## src/rtl/simt_stack_pkg.sv

```systemverilog
package simt_stack_pkg;
  typedef enum logic [1:0] {
    BR_ALL_TAKEN = 2'd0,
    BR_ALL_FALL  = 2'd1,
    BR_SPLIT     = 2'd2
  } br_kind_e;
endpackage

```

## src/rtl/simt_branch_classify.sv

```systemverilog
module simt_branch_classify
  import simt_stack_pkg::*;
#(
  parameter int LANES = 32
) (
  input  logic [LANES-1:0] live_mask,
  input  logic [LANES-1:0] taken_raw,
  output logic [LANES-1:0] taken_live,
  output logic [LANES-1:0] fall_live,
  output br_kind_e         kind
);
  // Only live lanes vote; the rest are masked out here.
  always_comb begin
    taken_live = live_mask & taken_raw;
    fall_live  = live_mask & ~taken_raw;
    if (taken_live == '0)     kind = BR_ALL_FALL;
    else if (fall_live == '0) kind = BR_ALL_TAKEN;
    else                      kind = BR_SPLIT;
  end
endmodule

```

## src/rtl/simt_entry_lifo.sv

```systemverilog
module simt_entry_lifo #(
  parameter int LANES = 32,
  parameter int PC_W  = 32,
  parameter int DEPTH = 8,
  localparam int IDX_W = (DEPTH > 1) ? $clog2(DEPTH) : 1,
  localparam int CNT_W = $clog2(DEPTH + 1)
) (
  input  logic             clk,
  input  logic             rst_n,
  input  logic             push2,
  input  logic             pop,
  input  logic [PC_W-1:0]  lo_pc,
  input  logic [LANES-1:0] lo_mask,
  input  logic [PC_W-1:0]  hi_pc,
  input  logic [LANES-1:0] hi_mask,
  output logic [PC_W-1:0]  top_pc,
  output logic [LANES-1:0] top_mask,
  output logic [CNT_W-1:0] fill
);
  logic [PC_W-1:0]  slot_pc   [DEPTH];
  logic [LANES-1:0] slot_mask [DEPTH];
  logic [IDX_W-1:0] wr_lo, wr_hi, rd_top;

  assign wr_lo  = IDX_W'(fill);
  assign wr_hi  = wr_lo + IDX_W'(1);
  assign rd_top = wr_lo - IDX_W'(1);

  for (genvar g = 0; g < DEPTH; g++) begin : g_slot
    always_ff @(posedge clk) begin
      if (!rst_n) begin
        slot_pc[g]   <= '0;
        slot_mask[g] <= '0;
      end else if (push2 && wr_lo == IDX_W'(g)) begin
        slot_pc[g]   <= lo_pc;
        slot_mask[g] <= lo_mask;
      end else if (push2 && wr_hi == IDX_W'(g)) begin
        slot_pc[g]   <= hi_pc;
        slot_mask[g] <= hi_mask;
      end
    end
  end

  assign top_pc   = slot_pc[rd_top];
  assign top_mask = slot_mask[rd_top];

  always_ff @(posedge clk) begin
    if (!rst_n)     fill <= '0;
    else if (push2) fill <= fill + CNT_W'(2);
    else if (pop)   fill <= fill - CNT_W'(1);
  end

  AST_FILL_BOUND: assert property (@(posedge clk) disable iff (!rst_n)
    fill <= CNT_W'(DEPTH));
  AST_PUSH_STEP: assert property (@(posedge clk) disable iff (!rst_n)
    push2 |=> fill == $past(fill) + CNT_W'(2));
  AST_POP_STEP: assert property (@(posedge clk) disable iff (!rst_n)
    (pop && !push2) |=> fill == $past(fill) - CNT_W'(1));
endmodule

```

## src/rtl/simt_reconv_stack.sv

```systemverilog
module simt_reconv_stack
  import simt_stack_pkg::*;
#(
  parameter int LANES = 32,
  parameter int PC_W  = 32,
  parameter int DEPTH = 8,
  parameter logic [PC_W-1:0] RESET_PC = '0,
  localparam int CNT_W = $clog2(DEPTH + 1)
) (
  input  logic             clk,
  input  logic             rst_n,
  input  logic             br_valid,
  output logic             br_ready,
  input  logic [LANES-1:0] br_taken_mask,
  input  logic [PC_W-1:0]  br_target,
  input  logic [PC_W-1:0]  br_fallthru,
  input  logic [PC_W-1:0]  br_reconv,
  input  logic             reconv_hit,
  output logic [PC_W-1:0]  cur_pc,
  output logic [LANES-1:0] active_mask,
  output logic             stack_empty,
  output logic             stack_overflow
);
  logic [LANES-1:0] taken_live, fall_live, top_mask;
  logic [PC_W-1:0]  top_pc;
  logic [CNT_W-1:0] fill;
  br_kind_e         kind;
  logic             br_fire, do_pop, has_room, do_push, refuse;

  simt_branch_classify #(.LANES(LANES)) u_classify (
    .live_mask (active_mask),
    .taken_raw (br_taken_mask),
    .taken_live(taken_live),
    .fall_live (fall_live),
    .kind      (kind)
  );

  assign br_ready    = !reconv_hit;
  assign br_fire     = br_valid && br_ready;
  assign stack_empty = (fill == '0);
  assign do_pop      = reconv_hit && !stack_empty;
  assign has_room    = (fill <= CNT_W'(DEPTH - 2));
  assign do_push     = br_fire && (kind == BR_SPLIT) && has_room;
  assign refuse      = br_fire && (kind == BR_SPLIT) && !has_room;

  simt_entry_lifo #(.LANES(LANES), .PC_W(PC_W), .DEPTH(DEPTH)) u_lifo (
    .clk     (clk),
    .rst_n   (rst_n),
    .push2   (do_push),
    .pop     (do_pop),
    .lo_pc   (br_reconv),
    .lo_mask (active_mask),
    .hi_pc   (br_fallthru),
    .hi_mask (fall_live),
    .top_pc  (top_pc),
    .top_mask(top_mask),
    .fill    (fill)
  );

  always_ff @(posedge clk) begin
    if (!rst_n) begin
      cur_pc         <= RESET_PC;
      active_mask    <= '1;
      stack_overflow <= 1'b0;
    end else begin
      stack_overflow <= stack_overflow || refuse;
      if (do_pop) begin
        cur_pc      <= top_pc;
        active_mask <= top_mask;
      end else if (br_fire) begin
        unique case (kind)
          BR_ALL_TAKEN: cur_pc <= br_target;
          BR_ALL_FALL:  cur_pc <= br_fallthru;
          default: if (has_room) begin
            cur_pc      <= br_target;
            active_mask <= taken_live;
          end
        endcase
      end
    end
  end

  AST_TAKEN_FIRST: assert property (@(posedge clk) disable iff (!rst_n)
    do_push |=> (cur_pc == $past(br_target)) &&
                (active_mask == ($past(active_mask) & $past(br_taken_mask))));
  AST_UNIFORM_KEEPS: assert property (@(posedge clk) disable iff (!rst_n)
    (br_fire && kind != BR_SPLIT) |=> $stable(active_mask) && $stable(fill));
  AST_REFUSE_FREEZES: assert property (@(posedge clk) disable iff (!rst_n)
    refuse |=> $stable(cur_pc) && $stable(active_mask) && stack_overflow);
  AST_OVF_STICKY: assert property (@(posedge clk) disable iff (!rst_n)
    stack_overflow |=> stack_overflow);
  AST_EMPTY_POP_IDLE: assert property (@(posedge clk) disable iff (!rst_n)
    (reconv_hit && stack_empty) |=> $stable(cur_pc) && $stable(active_mask));
  AST_MASK_LIVE: assert property (@(posedge clk) disable iff (!rst_n)
    active_mask != '0);
endmodule

```

## config.mk

```make
export PLATFORM = sky130hd
export DESIGN_NAME = simt_reconv_stack
export DESIGN_NICKNAME = d
export VERILOG_FILES = /design/src/rtl/simt_stack_pkg.sv /design/src/rtl/simt_branch_classify.sv /design/src/rtl/simt_entry_lifo.sv /design/src/rtl/simt_reconv_stack.sv
export SDC_FILE = /design/constraint.sdc
export NUM_CORES = 1
export LEC_CHECK = 0
export BUFFER_PORTS_ARGS = -buffer_cell sky130_fd_sc_hd__buf_4
export CAP_MARGIN = 20
export CORE_MARGIN = 2
export CORE_UTILIZATION = 40
export CTS_BUF_LIST = sky130_fd_sc_hd__clkbuf_8
export DETAILED_ROUTE_END_ITERATION = 6
export PLACE_DENSITY = 0.69
export SLEW_MARGIN = 10
export SYNTH_ARGS = -nofsm -noshare
export SYNTH_HDL_FRONTEND = slang
export SYNTH_HIERARCHICAL = 1
export SYNTH_SLANG_ARGS = --single-unit
```

## constraint.sdc

```tcl
create_clock -name clk -period 8.2 [get_ports clk]
set_clock_uncertainty 0.1 [all_clocks]
set_input_delay 0.82 -clock clk [delete_from_list [all_inputs] [get_ports clk]]
set_output_delay 0.82 -clock clk [all_outputs]
set_load 0.01 [all_outputs]
```

After elaboration in Yosys (flattened, before gate mapping)
Memory sizes are Yosys's and may differ from the RTL's. Cells that the tools add are included.

$add $sub $neg: 4. $mul: 0. Div/mod/pow operators: 0. Order comparisons: 1. Equality and inequality tests: 17. Shift-type cells: 0. Multiplexer cells: 101. Bitwise operators: 35. Reduce and logical (&&, ||, !) cells: 38.

Operator list (count): 32-bit two-way mux (39); 32-bit AND (2); 32-bit logical NOT (2); 32-bit one-hot mux with 2 select lines (1); 1-bit two-way mux (57); 32-bit inverter (1); 1-bit OR (32); 3-bit == test (second input constant) (8); 1-bit logical AND (21); 3-bit by 2-bit == test with 1-bit output (second input constant) (4); 4-bit two-way mux (2); 3-bit by 1-bit == test with 1-bit output (second input constant) (2); 3-bit logical NOT (2); 2-bit nonzero test (3); 4-bit by 2-bit adder with 4-bit output (second input constant) (1); 4-bit by 3-bit <= comparator with 1-bit output (second input constant) (1); 4-bit logical NOT (1); 2-bit two-way mux (2); 4-bit nonzero test (1); 4-bit by 1-bit subtractor with 4-bit output (second input constant) (1); 3-bit by 1-bit adder with 3-bit output (second input constant) (1); 1-bit logical NOT (3); 3-bit AND reduction (1); 3-bit by 1-bit subtractor with 3-bit output (second input constant) (1); 7 further kinds (7).

Register bits: 69. Bits in latches: 0. Memory bits (writable): 512. Bits in read-only memories: 0. Input bits: 132. Word-level logic and storage cells: 202. Memories kept: 2.

Memory list: u_lifo.slot_mask (depth 8, bits a word 32, read ports 1, clocked after memory_dff 0, wr ports 8, line simt_entry_lifo.sv:21) `logic [LANES-1:0] slot_mask [DEPTH];`; u_lifo.slot_pc (depth 8, bits a word 32, read ports 1, clocked after memory_dff 0, wr ports 8, line simt_entry_lifo.sv:20) `logic [PC_W-1:0] slot_pc [DEPTH];`.

Logic depth before layout (Yosys ltp)
Word-level depth: 14. Gate-level depth with buffers: 11.

Modules after synthesis
The synthesis kept the hierarchy.

Modules (own cells, without submodules): simt_entry_lifo (instances 1, cells an instance 1563, area an instance 25201.7 um^2, sequential area each 15454.8 um^2); simt_reconv_stack (instances 1, cells an instance 268, area an instance 3331.9 um^2, sequential area each 1301.2 um^2); simt_branch_classify (instances 1, cells an instance 86, area an instance 616.8 um^2, sequential area each 0.0 um^2).

Worst setup path before layout
OpenSTA, ideal clock, no wires.

Kind: in2reg. From: input port br_taken_mask[18]. To: memory u_lifo.slot_mask[5][0] (enable). Library setup time: 574 ps. Arrival: 6671 ps. Required time: 7526 ps. Path slack: 854 ps. Stages: 8. Path buffers: 1. Cell sequence: and2_1 or4_1 nor4_4 and2_1 nor4_1 buf_2 inv_1 o21ai_0.

RTL lines: from (decl) (line simt_reconv_stack.sv:14) `input logic [LANES-1:0] br_taken_mask,`; to (decl) (line simt_entry_lifo.sv:21).

==> metrics.txt <==
status=complete, no violations; Mapped Nets=2060; delay-heaviest family, CP=simple AND/OR/NAND/NOR gates; largest cells by area after synthesis=edfxtp_1 53%, a22o_1 15%, mux4_2 9.9%; CTS Sinks=581; setup TNS=0 ns; number of global-route vias before repair=19694; Critical Path Fanout Max=40; Critical Path RT=8.42 ns; crit-path cells=nor2b_1 > nor4_1 > nand4_1 > o2bb2a_4 > nand2_1 > nor4_1 > buf_4 > inv_1 > o21ai_4 > buf_4; largest net degree at the start of global routing=103; CTS tree=built; drt initial violations=2084; dpl hpwl=50700 um; Hold Worst Slack=0.367 ns; Root Buffer=clkbuf_8; asr flop ratio synth=0%; minimum clock period=4.90 ns; share of the synthesized area in the top cell type=52.7%; DRT Wirelength=87700 um; H-tree levels=3; Worst-Margin Slew=1.13 ns; RSZ-0062 raised after global routing=false; area leader, netlist=edfxtp_1; Die Y=274 um; Multi-input gate area=11300 um^2; CTS max path bufs=3; CTS buffer count=96; WS Path Type=flip-flop to flip-flop; Worst EP arrival=5.12 ns; worst-skew pair later-pin latency=0.72 ns; Row Count=98; via density per instance=6.40; port bufs=198; Hold Crit Class=flip-flop to flip-flop; total gr overflow=0; commonest non-fill, non-tap cells in the layout=512 x a22o_1, 512 x edfxtp_1, 244 x buf_4, 128 x mux4_2, 109 x clkbuf_8; post-synthesis cell area=29200 um^2; Max Transition Viols Final=0; Placeable Area=71900 um^2; CP max stage delay=0.95 ns; Die Width=274 um; drc violations=0; Peak VDD IR=0.000340 V; # Max-Cap Violations=0; IO Pins=199; post-DR wirelength/cell=29.1 um; post-route core utilization=46.1%; drt first pass iters=6; RD Place Congestion=0.803; Worst setup EP type=flip-flop; slew margin rel.=24.2%; synthesized flop and latch total=581; initial core utilization=40.6%; total power=0.0113 W; final hold violations=0; syn_area_per_cell=15.2 um^2; CP bufs+invs=3; Yosys Warn Count=6; unique cell type count in the Yosys netlist=54; share of layout cells above drive strength 1=32.6%; Reg area=16800 um^2; global-route wire length before repair=128000 um; crit share post-route=59.8%; Resized Gates After CTS=0; Post-CTS Setup Bufs=0; Main synth FF type=edfxtp_1; fin nets=2117; filler instances=6209; Lkg Pwr=12.3 nW; die area=75100 um^2; Post-synth EDFFs=512; via count=19276; cell area power density=340 nW/um^2; final count of negative-setup-slack endpoints=0; Slowest-stage cell, CP=o21ai_4; GRT Util Overall=22.9%; CP startpoint kind=flip-flop; register area share after synthesis=57.5%; Post-Syn Instances=1917; post-route ant nets=0; Clock transition at path regs=0.06 ns; Syn-to-layout area delta=13.6%; CTS Hold Buffers Added=0; Fmax=204 MHz; antenna violations before repair=4
worst paths after layout:
kind	start	to	slack [ns]	depth (start not counted)
worst min register to register	cur_pc[3]	cur_pc[3]	0.37	1
worst min-delay path	cur_pc[3]	cur_pc[3]	0.37	1
worst max register to register	active_mask[2]	u_lifo/slot_pc[0][19]	3.30	10
worst max-delay path	active_mask[2]	u_lifo/slot_pc[0][19]	3.30	10
registers in the layout, indices dropped and copies added, names as in the netlist:
signal            count
cur_pc               32
u_lifo/slot_mask    256
active_mask          32
u_lifo/fill           4
u_lifo/slot_pc      256
stack_overflow        1
worst reg2reg max path, delay by kind of cell (launching register included):
| family | cells | cell delay [ns] |
|---|---|---|
| flops | 1 | 0.62 |
| compound gates | 2 | 1.14 |
| simple gates | 5 | 1.36 |
| buf+inv | 3 | 1.26 |
kinds of logic (layout without fill, tap and decap cells):
logic type               count (synthesis)  in the layout  share of synthesized area (%)
AO/OA/AOI/OAI                          605            605                           18.7
XOR/XNOR                                 3              3                         0.0902
adder cells (fa/ha/maj)                 11             11                          0.472
buffers and inverters                  297            437                           4.41
flip-flops                             581            581                           57.5
multiplexers                           289            289                           15.8
other                                    0              3                              0
AND/OR/NAND/NOR                        131            131                           2.98
metal layers:
layer	share of wire, %	wire (um)	track usage [%]
met5	0.011	10	0
met4	3.5	3050	9.67
met3	11	9260	5.06
met2	48	42500	37.9
met1	38	32900	29.1
cell usage after synthesis, drive strengths merged (5+ instances only):
| library cell | number |
|---|---|
| ha | 11 |
| a22o | 512 |
| mux2i | 65 |
| nor2 | 9 |
| nor3 | 5 |
| mux4 | 128 |
| nand2 | 12 |
| and2 | 34 |
| mux2 | 96 |
| o21ai | 8 |
| inv | 7 |
| clkbuf | 54 |
| nor2b | 37 |
| nor4 | 13 |
| o2bb2ai | 32 |
| edfxtp | 512 |
| or4 | 8 |
| a2bb2oi | 32 |
| dfxtp | 69 |
| a21oi | 6 |
| buf | 236 |
through the flow:
stage	worst slack [ns]	cells	instance area (um^2)
2_1_floorplan	0.854	1917	29200
3_3_place_gp	3.03	2822	31200
3_5_place_dp	3.10	2825	31200
4_1_cts	3.32	3006	33100
5_1_grt	3.01	3010	33100
6_report	3.30	3010	33100
final cells by class:
cell class              count  share of cell area [%]
clock inverters            72                    1.08
diodes                      3                  0.0227
inverters                   7                  0.0793
well taps                 950                    3.59
multi-input cells        1039                    34.2
clock buffers             109                    4.53
repair buffers            249                    5.86
flip-flops and latches    581                    50.6
power by group:
part | switching [W] | internal [W] | total, W
clock | 0.00120 | 0.00128 | 0.00248
combinational | 0.00237 | 0.00208 | 0.00444
sequential | 0.000525 | 0.00382 | 0.00435
total | 0.00409 | 0.00718 | 0.0113
No activity file was read; power rests on OpenSTA's default activity.
